[src/rtl/wdog_rtc_regs.sv]
module wdog_rtc_regs #(
  parameter int AW          = 8,
  parameter int DW          = 32,
  parameter int EN_BIT      = 4,
  parameter int PRESENT_BIT = 29,
  parameter int CAUSE_BIT   = 31
) (
  input  logic          clk,
  input  logic          rst_n,
  input  logic          por_n,
  input  logic          tick_1k,
  input  logic          bus_wr,
  input  logic [AW-1:0] bus_addr,
  input  logic [DW-1:0] bus_wdata,
  output logic [DW-1:0] bus_rdata,
  output logic          reset_req
);
  localparam int GW = AW - 4;
  localparam logic [GW-1:0] G_CTRL = GW'(4'h0);
  localparam logic [GW-1:0] G_STAT = GW'(4'h1);
  localparam logic [GW-1:0] G_CNT  = GW'(4'h5);
  localparam logic [GW-1:0] G_P0   = GW'(4'h6);
  localparam logic [GW-1:0] G_P1   = GW'(4'h7);
  localparam logic [GW-1:0] G_DBG  = GW'(4'hC);
  localparam logic [DW-1:0] STATUS = DW'(1) << PRESENT_BIT;

  logic [DW-1:0] ctrl_q, cnt_q, dbg_q, p0_q, p1_q, p1_d;

  wire [GW-1:0] grp   = bus_addr[AW-1:4];
  wire [1:0]    op    = bus_addr[3:2];
  wire          op_ok = (op != 2'd3);
  wire          wr_ok = bus_wr && op_ok;

  wire wr_ctrl = wr_ok && grp == G_CTRL;
  wire wr_cnt  = wr_ok && grp == G_CNT;
  wire wr_dbg  = wr_ok && grp == G_DBG;
  wire wr_p0   = wr_ok && grp == G_P0;
  wire wr_p1   = wr_ok && grp == G_P1;

  wire running = ctrl_q[EN_BIT] && dbg_q == '0;
  wire step    = tick_1k && running && cnt_q != '0 && !wr_cnt;
  wire expire  = step && cnt_q == DW'(1);

  function automatic logic [DW-1:0] upd(input logic [DW-1:0] cur);
    case (op)
      2'd0:    upd = bus_wdata;
      2'd1:    upd = cur | bus_wdata;
      2'd2:    upd = cur & ~bus_wdata;
      default: upd = cur;
    endcase
  endfunction

  always_ff @(posedge clk or negedge rst_n) begin
    if (!rst_n) begin
      ctrl_q    <= '0;
      dbg_q     <= '0;
      cnt_q     <= '0;
      reset_req <= 1'b0;
    end else begin
      if (wr_ctrl) ctrl_q <= upd(ctrl_q);
      if (wr_dbg)  dbg_q  <= upd(dbg_q);
      if (wr_cnt)     cnt_q <= upd(cnt_q);
      else if (step)  cnt_q <= cnt_q - DW'(1);
      reset_req <= expire;
    end
  end

  always_comb begin
    p1_d = wr_p1 ? upd(p1_q) : p1_q;
    if (expire) p1_d[CAUSE_BIT] = 1'b1;
  end

  always_ff @(posedge clk or negedge por_n) begin
    if (!por_n) begin
      p0_q <= '0;
      p1_q <= '0;
    end else begin
      if (wr_p0) p0_q <= upd(p0_q);
      p1_q <= p1_d;
    end
  end

  always_comb begin
    bus_rdata = '0;
    if (op_ok) begin
      case (grp)
        G_CTRL:  bus_rdata = ctrl_q;
        G_STAT:  bus_rdata = STATUS;
        G_CNT:   bus_rdata = cnt_q;
        G_P0:    bus_rdata = p0_q;
        G_P1:    bus_rdata = p1_q;
        G_DBG:   bus_rdata = dbg_q;
        default: bus_rdata = '0;
      endcase
    end
  end
endmodule

[config.mk]
export PLATFORM = sky130hd
export DESIGN_NAME = wdog_rtc_regs
export DESIGN_NICKNAME = d
export VERILOG_FILES = /design/src/rtl/wdog_rtc_regs.sv
export SDC_FILE = /design/constraint.sdc
export NUM_CORES = 1
export LEC_CHECK = 0
export ABC_CLOCK_PERIOD_IN_PS = 5000
export BUFFER_PORTS_ARGS = -buffer_cell sky130_fd_sc_hd__buf_2
export CORE_UTILIZATION = 60
export CTS_CLUSTER_DIAMETER = 150
export CTS_CLUSTER_SIZE = 28
export DETAILED_ROUTE_END_ITERATION = 6
export PLACE_DENSITY = 0.8
export SETUP_SLACK_MARGIN = 0.15
export SLEW_MARGIN = 20
export SYNTH_ARGS = -nofsm -noshare
export SYNTH_HDL_FRONTEND = slang
export SYNTH_SLANG_ARGS = --single-unit
[constraint.sdc]
create_clock -name clk -period 5 [get_ports clk]
set_input_delay 1 -clock clk [delete_from_list [all_inputs] [get_ports clk]]
set_output_delay 1 -clock clk [all_outputs]
set_load 0.01 [all_outputs]
==> impl_metrics.ini <==
[clocking]
cts_buffers = 17
h-tree-depth = 4
cts_tree = built
postCtsSetupRepairBufs = 0
clk_pin_slew_ns = 0.06
clkLatencyLatePin_ns = 0.43
hold_buffers = 0
cts_resized = 0
cts_sinks = 161
cts-root-buf = clkbuf_16
cts.path.max_buffers = 2

[placed_design]
place_inst = 1208
placed_area_um2 = 9270
io_buffer_count = 75
finalWeightedCongestion = 0.907
pre_cts_slack_ns = 1.17
hpwl_mm = 16.8

[synthesis]
async_flop_share_pct = 100
synthCells = 1010
syn_nets = 1063
ys_seq_area_share_pct = 46.1
synth_area_um2 = 8750
synth_area_leaders = dfrtp_1 (46%), a21oi_1 (19%), a222oi_1 (3.5%), a22oi_1 (3.2%), clkbuf_1 (3.0%)
yosys_warnings = 0
ys_types = 60
synth.top_cell.area_share_pct = 46.1
synth-edff-count = 0
yosys.area.top_type = dfrtp_1
synthFlopType = dfrtp_1
ys_seq_elements = 161
synth_area_per_cell_um2 = 8.66

[global_route]
grt_pass1_wl_mm = 41.9
grt-ovfl-total = 0
grt_max_degree = 66
grt_pass1_vias = 8043
track_usage_pct = 36.1
antenna_found_initial = 0

[detailed_routing]
drc = 0
drtAntennaViolNets = 0
viasPerCell = 6.92
routed_wl_mm = 25.7
first_iter_violations = 1006
firstDrtPassIters = 7
routed-via-count = 8579
wl_per_cell_um = 20.7

[critical_path]
crit_type = in -> out
critPathArrivalTime_ns = 2.86
required_ns = 4.00
reg2reg_slack_ns = 1.77
start_kind = primary input
endpoint_kind = output port
path_max_fanout = 17

[floorplanning]
fp.dieH_um = 123
coreArea_um2 = 14000
fp.dieW_um = 123
rows = 43
start_util_pct = 62.3
die_area_um2 = 15100
io_pins = 78

[final_layout]
layoutNonFillerInstCount = 1240
drive_gt1_share_pct = 14.0
design_area_um2 = 9840
area_growth_pct = 12.5
layout_common_cells = a21oi_1 (340), dfrtp_1 (161), buf_2 (74), nand2_1 (58), a22oi_1 (37)
n_antenna_cell = 0
layout.nets = 1100
layout_commonest_cell = a21oi_1

[timing]
rsz0062_at_grt = false
period_share_pct = 77.2
hold_ws_ns = 0.522
min_period_ns = 3.86
skew_ns = 0.00833
tns_ns = 0
finalSetupViolCount = 0
worst_pin_slew_ns = 0.920
drv_slew = 0
postLayoutSetupSlackWorst_ns = 1.14
max_slew_margin_pct = 38.7
timing.fmax_mhz = 259
finalHoldViolations = 0

[power_and_ir_drop]
p_per_area_nw_per_um2 = 385
leakage_nw = 4.31
ir_drop_uv = 282

[min_path]
hold_class = reg -> reg

[run]
maxCapViolCount = 0

[run_status]
status = complete, no violations
-- cell families (layout without fill, tap and decap cells) --
| family | after synthesis | count (layout) | share of synthesized area, % |
|---|---|---|---|
| AOI/OAI and AO/OA | 509 | 509 | 34.4 |
| and+or+nand+nor | 210 | 210 | 12.6 |
| DFF | 161 | 161 | 46.1 |
| buffers and inverters | 116 | 166 | 5.08 |
| adders and majority gates | 8 | 8 | 1.14 |
| muxes | 5 | 5 | 0.587 |
| xor gates and xnor gates | 1 | 1 | 0.100 |
-- layout make-up --
class / count / area [µm²]
multi-input combinational: 733 / 4330
fill: 1125 / 4200
sequential: 161 / 4030
timing repair buffer: 98 / 551
clock buffer: 21 / 460
tap: 180 / 225
inverter: 36 / 135
clock inverter: 11 / 113
-- metrics by stage --
| stage | util (%) | power, W |
|---|---|---|
| 3_5_place_dp | 66.0 | 0.00250 |
| 6_report | 70.1 | 0.00379 |
| 5_1_grt | 70.1 | 0.00397 |
| 3_3_place_gp | 66.0 | 0.00247 |
| 2_1_floorplan | - | 0.00224 |
| 4_1_cts | 70.1 | 0.00377 |
-- power breakdown --
part | total [W] | switching (W) | internal (W)
clock network | 0.00127 | 0.000519 | 0.000755
registers | 0.00179 | 0.000222 | 0.00157
logic | 0.000717 | 0.000454 | 0.000264
total | 0.00379 | 0.00120 | 0.00259
-- cell usage after synthesis, types with 3 or more instances --
master    number
a21oi_1      340
dfrtp_1      161
clkbuf_1      69
nand2_1       58
a22oi_1       37
inv_1         36
nor2_1        36
o21ai_0       36
a222oi_1      31
nor4_1        22
nor3_1        19
nand3_1       16
nor2b_1       13
a211oi_1      11
ha_1           8
or3_1          8
buf_2          7
o31ai_1        7
and3_1         6
nand4_1        6
o211a_1        6
a21o_1         5
o22ai_1        5
buf_1          4
mux2i_1        4
nor4b_1        4
o21a_1         4
a2111o_1       3
a221oi_1       3
and2_1         3
nand2b_1       3
or4_1          3
-- state kept, by name (all words and copies together), names as in the netlist --
name       count
dbg_q         32
ctrl_q        32
cnt_q         32
reset_req      1
p0_q          32
p1_q          32
-- metal layers --
metal / track usage [%] / part of all wire [%]
met5: 0 / 0
met4: 16.1 / 2.3
met3: 5.48 / 8.1
met2: 55.8 / 47
met1: 50.4 / 42
-- final timing paths --
| check | from | to | depth (start not counted) |
|---|---|---|---|
| max | bus_addr[6] | bus_rdata[21] | 8 |
| min | p0_q[6] | p0_q[6] | 2 |
| min in group asynchronous | por_n | p0_q[29] | 1 |
| min reg2reg | p0_q[6] | p0_q[6] | 2 |
| max reg2reg | cnt_q[16] | cnt_q[3] | 6 |
| max in group asynchronous | rst_n | cnt_q[10] | 2 |
-- worst max-delay path: stages --
cell	delay [ns]
buf_2	0.13
nor2b_1	0.25
o21ai_0	0.12
o21ai_0	0.09
nand2b_1	0.51
buf_4	0.43
a21oi_1	0.17
buf_2	0.16
No activity file was read; power rests on OpenSTA's default activity.
